`src/rtl/fsr_pkg.sv`:
```
package fsr_pkg;
  localparam int STAT_W = 8;
  localparam int B_DONE = 7;
  localparam int B_TGL  = 6;
  localparam int B_ERR  = 5;
  localparam int B_VPP  = 3;

  typedef enum logic [1:0] {
    POLL_OFF_A     = 2'b00,
    POLL_LOW_BUSY  = 2'b01,
    POLL_HIGH_BUSY = 2'b10,
    POLL_OFF_B     = 2'b11
  } poll_cfg_e;

  function automatic logic bit_defined(input int idx);
    return (idx == B_DONE) || (idx == B_TGL) || (idx == B_ERR) || (idx == B_VPP);
  endfunction
endpackage

```
`src/rtl/fsr_rst_sync.sv`:
```
module fsr_rst_sync #(
  parameter int STAGES = 2
) (
  input  logic clk,
  input  logic rst_n,
  output logic rst_sync_n
);
  logic [STAGES-1:0] chain_q;

  always_ff @(posedge clk or negedge rst_n) begin
    if (!rst_n) chain_q <= '0;
    else        chain_q <= {chain_q[STAGES-2:0], 1'b1};
  end

  assign rst_sync_n = chain_q[STAGES-1];
endmodule

```
`src/rtl/fsr_track.sv`:
```
module fsr_track (
  input  logic clk,
  input  logic rst_n,
  input  logic op_busy,
  output logic busy_q,
  output logic start,
  output logic rb_oe,
  output logic rb_data
);
  logic busy_d;

  always_comb begin
    busy_d = op_busy;
    start  = op_busy & ~busy_q;
  end

  always_ff @(posedge clk or negedge rst_n) begin
    if (!rst_n) busy_q <= 1'b0;
    else        busy_q <= busy_d;
  end

  assign rb_oe   = busy_q;
  assign rb_data = 1'b0;

  p_rb_assert_r9: assert property (@(posedge clk) disable iff (!rst_n)
    op_busy |=> rb_oe);
  p_rb_release_r9: assert property (@(posedge clk) disable iff (!rst_n)
    !op_busy |=> !rb_oe);
endmodule

```
`src/rtl/fsr_toggle.sv`:
```
module fsr_toggle (
  input  logic clk,
  input  logic rst_n,
  input  logic busy_q,
  input  logic start,
  input  logic rd_stb,
  output logic tgl_q
);
  logic tgl_d;
  logic tgl_en;

  always_comb begin
    tgl_en = start | (busy_q & rd_stb);
    tgl_d  = start ? 1'b0 : ~tgl_q;
  end

  always_ff @(posedge clk or negedge rst_n) begin
    if (!rst_n)      tgl_q <= 1'b0;
    else if (tgl_en) tgl_q <= tgl_d;
  end

  p_tgl_flip_r3: assert property (@(posedge clk) disable iff (!rst_n)
    (busy_q && rd_stb && !start) |=> (tgl_q != $past(tgl_q)));
  p_tgl_idle_r4: assert property (@(posedge clk) disable iff (!rst_n)
    (!busy_q && !start) |=> $stable(tgl_q));
  p_tgl_clear_r4: assert property (@(posedge clk) disable iff (!rst_n)
    start |=> !tgl_q);
endmodule

```
`src/rtl/fsr_sticky.sv`:
```
module fsr_sticky #(
  parameter int N_SRC = 1
) (
  input  logic             clk,
  input  logic             rst_n,
  input  logic [N_SRC-1:0] set_vec,
  input  logic             clr,
  output logic             flag_q
);
  logic any_set;
  logic flag_d;
  logic flag_en;

  always_comb begin
    any_set = |set_vec;
    flag_en = any_set | clr;
    flag_d  = any_set;
  end

  always_ff @(posedge clk or negedge rst_n) begin
    if (!rst_n)       flag_q <= 1'b0;
    else if (flag_en) flag_q <= flag_d;
  end

  p_sticky_set_r5: assert property (@(posedge clk) disable iff (!rst_n)
    (|set_vec) |=> flag_q);
  p_sticky_hold_r8: assert property (@(posedge clk) disable iff (!rst_n)
    (flag_q && !clr) |=> flag_q);
endmodule

```
`src/rtl/fsr_compose.sv`:
```
module fsr_compose
  import fsr_pkg::*;
(
  input  logic              clk,
  input  logic              rst_n,
  input  logic [1:0]        poll_cfg,
  input  logic              busy_q,
  input  logic              tgl_q,
  input  logic              err_q,
  input  logic              vpp_q,
  output logic [STAT_W-1:0] status
);
  logic done_bit;

  always_comb begin
    case (poll_cfg)
      POLL_LOW_BUSY:  done_bit = ~busy_q;
      POLL_HIGH_BUSY: done_bit =  busy_q;
      default:        done_bit = 1'b0;
    endcase
  end

  for (genvar i = 0; i < STAT_W; i++) begin : g_bit
    if (i == B_DONE) begin : g_done
      assign status[i] = done_bit;
    end else if (i == B_TGL) begin : g_tgl
      assign status[i] = tgl_q;
    end else if (i == B_ERR) begin : g_err
      assign status[i] = err_q & ~busy_q;
    end else if (i == B_VPP) begin : g_vpp
      assign status[i] = vpp_q;
    end else begin : g_zero
      assign status[i] = 1'b0;
    end
  end

  p_err_masked_r6: assert property (@(posedge clk) disable iff (!rst_n)
    busy_q |-> !status[B_ERR]);
  p_done_low_r1: assert property (@(posedge clk) disable iff (!rst_n)
    (poll_cfg == 2'b01 && busy_q) |-> !status[B_DONE]);
  p_undef_zero_r10: assert property (@(posedge clk) disable iff (!rst_n)
    !status[4] && !status[2] && !status[1] && !status[0]);
endmodule

```
`src/rtl/fsr_status_top.sv`:
```
module fsr_status_top
  import fsr_pkg::*;
#(
  parameter int SYNC_STAGES = 2
) (
  input  logic              clk,
  input  logic              rst_n,
  input  logic [1:0]        poll_cfg,
  input  logic              op_busy,
  input  logic              rd_stb,
  input  logic              pulse_ovf,
  input  logic              one_over_zero,
  input  logic              prot_hit,
  input  logic              vpp_low,
  input  logic              exit_cmd,
  output logic [STAT_W-1:0] status,
  output logic              rb_oe,
  output logic              rb_data
);
  localparam int N_ERR_SRC = 3;

  logic                 rst_int_n;
  logic                 busy_q;
  logic                 start;
  logic                 tgl_q;
  logic                 err_q;
  logic                 vpp_q;
  logic [N_ERR_SRC-1:0] err_set;
  logic [0:0]           vpp_set;

  assign err_set = {pulse_ovf, one_over_zero, prot_hit};
  assign vpp_set = vpp_low & op_busy;

  fsr_rst_sync #(.STAGES(SYNC_STAGES)) u_rst (
    .clk(clk), .rst_n(rst_n), .rst_sync_n(rst_int_n)
  );

  fsr_track u_track (
    .clk(clk), .rst_n(rst_int_n), .op_busy(op_busy),
    .busy_q(busy_q), .start(start), .rb_oe(rb_oe), .rb_data(rb_data)
  );

  fsr_toggle u_toggle (
    .clk(clk), .rst_n(rst_int_n), .busy_q(busy_q), .start(start),
    .rd_stb(rd_stb), .tgl_q(tgl_q)
  );

  fsr_sticky #(.N_SRC(N_ERR_SRC)) u_err (
    .clk(clk), .rst_n(rst_int_n), .set_vec(err_set), .clr(exit_cmd),
    .flag_q(err_q)
  );

  fsr_sticky #(.N_SRC(1)) u_vpp (
    .clk(clk), .rst_n(rst_int_n), .set_vec(vpp_set), .clr(exit_cmd),
    .flag_q(vpp_q)
  );

  fsr_compose u_compose (
    .clk(clk), .rst_n(rst_int_n), .poll_cfg(poll_cfg), .busy_q(busy_q),
    .tgl_q(tgl_q), .err_q(err_q), .vpp_q(vpp_q), .status(status)
  );

  p_idle_vpp_r7: assert property (@(posedge clk) disable iff (!rst_int_n)
    (!op_busy && !exit_cmd && !vpp_q) |=> !vpp_q);
endmodule

```
`config.mk`:
```
export PLATFORM = sky130hd
export DESIGN_NAME = fsr_status_top
export DESIGN_NICKNAME = d
export VERILOG_FILES = /design/src/rtl/fsr_pkg.sv /design/src/rtl/fsr_rst_sync.sv /design/src/rtl/fsr_track.sv /design/src/rtl/fsr_toggle.sv /design/src/rtl/fsr_sticky.sv /design/src/rtl/fsr_compose.sv /design/src/rtl/fsr_status_top.sv
export SDC_FILE = /design/constraint.sdc
export NUM_CORES = 1
export LEC_CHECK = 0
export BUFFER_PORTS_ARGS = -buffer_cell sky130_fd_sc_hd__buf_2
export CAP_MARGIN = 10
export CORE_AREA = 5 5 42 44
export DETAILED_ROUTE_END_ITERATION = 8
export DIE_AREA = 0 0 47 49
export GPL_TIMING_DRIVEN = 0
export SKIP_CTS_REPAIR_TIMING = 1
export SLEW_MARGIN = 25
export SYNTH_ARGS = -nofsm -noshare
export SYNTH_HDL_FRONTEND = slang
export SYNTH_SLANG_ARGS = --single-unit
```
`constraint.sdc`:
```
create_clock -name clk -period 0.8 [get_ports clk]
set_input_delay 0.12 -clock clk [delete_from_list [all_inputs] [get_ports clk]]
set_output_delay 0.12 -clock clk [all_outputs]
set_load 0.005 [all_outputs]
```
* Yosys cells after proc, flatten, opt, wreduce, memory -nomap -nowiden
Index checks and enable logic that the tools add are counted.
** Storage, ports and cells
- Bits of input ports :: 11
- Logic and storage cells :: 19
- Register bits :: 6
** Cells by class
- Reductions and logical operators :: 1
- Multiplexer cells :: 2
- Equality and inequality tests :: 2
- Bitwise logic cells :: 9
** Operator list (number)
- $and 1x1->1 :: 4
- $or 1x1->1 :: 3
- $reduce_or 3->1 :: 1
- $eq 2x1->1 const B :: 1
- $eq 2x2->1 const B :: 1
- $not 1->1 :: 2
- $pmux 1 s2 :: 1
- $mux 1 :: 1

* Logic depth before layout (Yosys ltp)
- Depth in word-level cells :: 3
- Mapped depth :: 3
- Gate-level depth less buffers :: 2

* Modules after synthesis
A second synthesis with hierarchy kept.
** Unflattened totals
- Cells, all modules :: 32
- Area total of the unflattened synthesis :: 336.6 µm²
** By module, submodules not included
- fsr_compose :: cells each 12, times used 1, sequential area each 0.0 µm², area each 87.6 µm²
- fsr_track :: cells each 5, times used 1, sequential area each 25.0 µm², area each 57.6 µm²
- fsr_rst_sync :: cells each 3, times used 1, sequential area each 50.0 µm², area each 53.8 µm²
- fsr_toggle :: cells each 4, times used 1, sequential area each 25.0 µm², area each 51.3 µm²
- fsr_sticky (u_err) :: cells each 4, times used 1, sequential area each 25.0 µm², area each 43.8 µm²
- fsr_sticky (u_vpp) :: cells each 3, times used 1, sequential area each 25.0 µm², area each 36.3 µm²
- fsr_status_top :: cells each 1, times used 1, sequential area each 0.0 µm², area each 6.3 µm²

* Worst setup path before layout
OpenSTA, ideal clock, no wires.
- Path type :: reg2reg
- Start point :: register u_toggle.tgl_q
- End point :: register u_toggle.tgl_q
- Slack :: -0.047 ns
- Cell stages (with the launch flop) :: 3
- Arrival time :: 0.726 ns
- Buffers on the path :: 0
- Period minus slack after synthesis :: 0.847 ns
- Library setup time :: 0.121 ns
- Data required time :: 0.679 ns
- Path through :: dfrtp_1 > xor2_1 > a22o_1
** Between the ends
- Cells in the longest elaborated chain, start to end :: 2
** Ends and longest elaborated chain
- start, declared :: line fsr_toggle.sv:7 : output logic tgl_q
- start signal, assigned :: line fsr_toggle.sv:19 : else if (tgl_en) tgl_q <= tgl_d;
- $not 1->1 :: line fsr_toggle.sv:14 : tgl_d = start ? 1'b0 : ~tgl_q;
- $mux 1 :: line fsr_toggle.sv:14
No other way between the ends.
A chain may end at the register's enable or synchronous reset.

* Worst setup path in the final report
- Start point :: register u_track.busy_q
- End point :: output port status[7]
** Between the ends
- Cells in the longest elaborated chain, start to end :: 2
** Ends and longest elaborated chain
- start, declared :: line fsr_track.sv:5 : output logic busy_q,
- start signal, assigned :: line fsr_track.sv:19 : else busy_q <= busy_d;
- $not 1->1 :: line fsr_compose.sv:17 : POLL_LOW_BUSY: done_bit = ~busy_q;
- $pmux 1 s2 (*) :: line fsr_compose.sv:16 : case (poll_cfg)
- end, declared :: line fsr_status_top.sv:16 : output logic [STAT_W-1:0] status,
Every way passes the cells marked *; elsewhere a longest branch is shown, timed or not.

==> metrics.yaml <==
drv_cap: 0
drc: 0
worst-path-max-fanout: 6
clk_path_buf_depth: 2
hp-class: "in2reg"
r2r_start: "u_toggle.tgl_q$_DFFE_PN0P_"
dr.pass1.iters: 1
p_per_area_nw_per_um2: 1730
n_antenna_cell: 0
cp-end-kind: "output port"
port_buffers: 15
ys_ff_latch: 6
die_y_um: 49
route.vias.total: 237
ant_nets: 0
finalSetupViolCount: 6
finalClockSkew_ns: 0.00134
layout_common_cells: "buf_2, buf_4, conb_1, dfrtp_1"
setup_slack_ns: -0.267
cp.arrival_ns: 0.95
hold_slack_ns: 0.0202
gp_congestion: 0.639
grt_pass1_vias: 227
cts.clk_slew.worst_paths_ns: 0.04
synth_cell_type_count: 12
p_leak_nw: 0.246
cp_data_required_time_ns: 0.68
fin_crit_ns: 1.07
start_util_pct: 20.5
drive_gt1_share_pct: 52.9
r2r_setup_slack_ns: -0.09
fp.dieW_um: 47
cts_tree: "yes"
layout_commonest_cell: "buf_2"
track_usage_pct: 5.81
seqCellArea_um2: 151
rr_worst_depth: 2
max_freq_mhz: 938
startpoint: "u_track.busy_q$_DFF_PN0_"
crit_path_start_kind: "register"
final.period_utilization_pct: 133
grt_max_degree: 7
insertion_delay_ns: 0.24
synthesis.area_um2: 288
post-place-cells: 64
instances_no_fill: 67
hold_violations: 0
grt.overflow.total: 0
wirelength_um: 592
synth_warnings: 0
fill_cells: 159
dieArea_um2: 2300
grt_first_pass_wirelength_um: 897
routedWlPerCell_um: 8.84
drtIter0Drc: 0
ir_drop_v: 0.000889
status: "finished with violations"
worstReg2RegEnd: "u_toggle.tgl_q$_DFFE_PN0P_"
antenna_found_initial: 0
ctsRootBufferMaster: "clkbuf_4"
core_um2: 1400
ioPinCount: 21
violations: "setup timing"
drv_slew: 0
syn_inst: 29
syn_area_per_cell_um2: 9.92
areaGrowthSynthToFinish_pct: 54.3
critPathKind: "reg2out"
critPathCapture: "status[7]"
htree_levels: 1
multi_input_area_um2: 88.8
numCtsBuffers: 3
cts_sinks: 6
synth-seq-area-share_pct: 52.2
row_count: 14
vias_per_cell: 3.54
num-nets-final: 64
rsz0062_at_grt: "yes"
-- synth_stat cells --
| cell type | instances | area [um^2] |
|---|---|---|
| nor3_1 | 1 | 5.00 |
| nor2_1 | 2 | 7.51 |
| dfrtp_1 | 6 | 150 |
| o21ai_0 | 3 | 15.0 |
| conb_1 | 2 | 7.51 |
| buf_4 | 8 | 60.1 |
| nand2_1 | 1 | 3.75 |
| xor2_1 | 1 | 8.76 |
| nand3b_1 | 1 | 7.51 |
| nand2b_1 | 1 | 6.26 |
| inv_1 | 2 | 7.51 |
| a22o_1 | 1 | 8.76 |
-- through the flow --
step	setup TNS [ns]	util [%]	total power, mW	setup WS (ns)	cell area (um^2)
detailed placement	-0.193	28.4	0.478	-0.142	398
floorplan	-0.0440	-	0.422	-0.0262	303
global route	-1.20	31.7	0.834	-0.309	444
CTS	-1.25	30.0	0.769	-0.408	420
global placement	-0.183	28.4	0.474	-0.131	398
finish	-0.947	31.7	0.770	-0.267	444
-- state kept, by name, indices dropped and copies added (netlist names) --
| signal | cells |
|---|---|
| u_err.flag_q | 1 |
| u_rst.chain_q | 2 |
| u_toggle.tgl_q | 1 |
| u_track.busy_q | 1 |
| u_vpp.flag_q | 1 |
-- power breakdown --
group	total, mW	leakage [nW]	internal, mW	switching, mW
sequential	0.347	0.0679	0.327	0.0202
clock	0.273	0.0138	0.169	0.103
combinational	0.150	0.164	0.101	0.0488
total	0.770	0.246	0.598	0.172
-- layer usage --
metal / GRT usage (%) / routed length, um / vias to the layer above
met2: 8.14 / 276 / 13
met1: 6.28 / 240 / 103
met5: 0 / 0 / -
met4: 2.76 / 0 / 0
met3: 4.43 / 76 / 0
li1: - / - / 121
-- how the worst min path moves through the flow --
stage          cells past startpoint  startpoint  slack [ns]                          to
6_report                           1     op_busy        0.02    u_track.busy_q$_DFF_PN0_
5_1_grt                            1     op_busy       0.004    u_track.busy_q$_DFF_PN0_
4_1_cts                            1       rst_n       -0.36  u_rst.chain_q[0]$_DFF_PN0_
3_5_place_dp                       1       rst_n       -0.09  u_rst.chain_q[0]$_DFF_PN0_
3_3_place_gp                       1       rst_n       -0.09  u_rst.chain_q[0]$_DFF_PN0_
2_1_floorplan                      0       rst_n       -0.18  u_rst.chain_q[0]$_DFF_PN0_
-- cell type report --
class                      count  share of cell area, %
clock buffer                   3                   5.07
sequential                     6                   34.1
multi-input combinational     17                   20.0
buffer                         6                   11.0
inverter                       2                   1.69
tap                           16                   4.51
timing repair buffer          17                   23.7
-- worst max-delay path: stages, from the launching register on --
cell	delay (ns)
dfrtp_2	0.43
nand3b_1	0.10
o21ai_2	0.06
buf_6	0.11
-- cell families (layout without fill, tap and decap cells) --
kind of cell    count (synthesis)  after routing  synth area share [%]
buf+inv                        10             28                  23.5
flops                           6              6                  52.2
compound gates                  4              4                  8.26
xor+xnor                        1              1                  3.04
simple gates                    6              6                  10.4
other cells                     2              6                  2.61
Note: power is estimated with default switching activity, not from simulation.
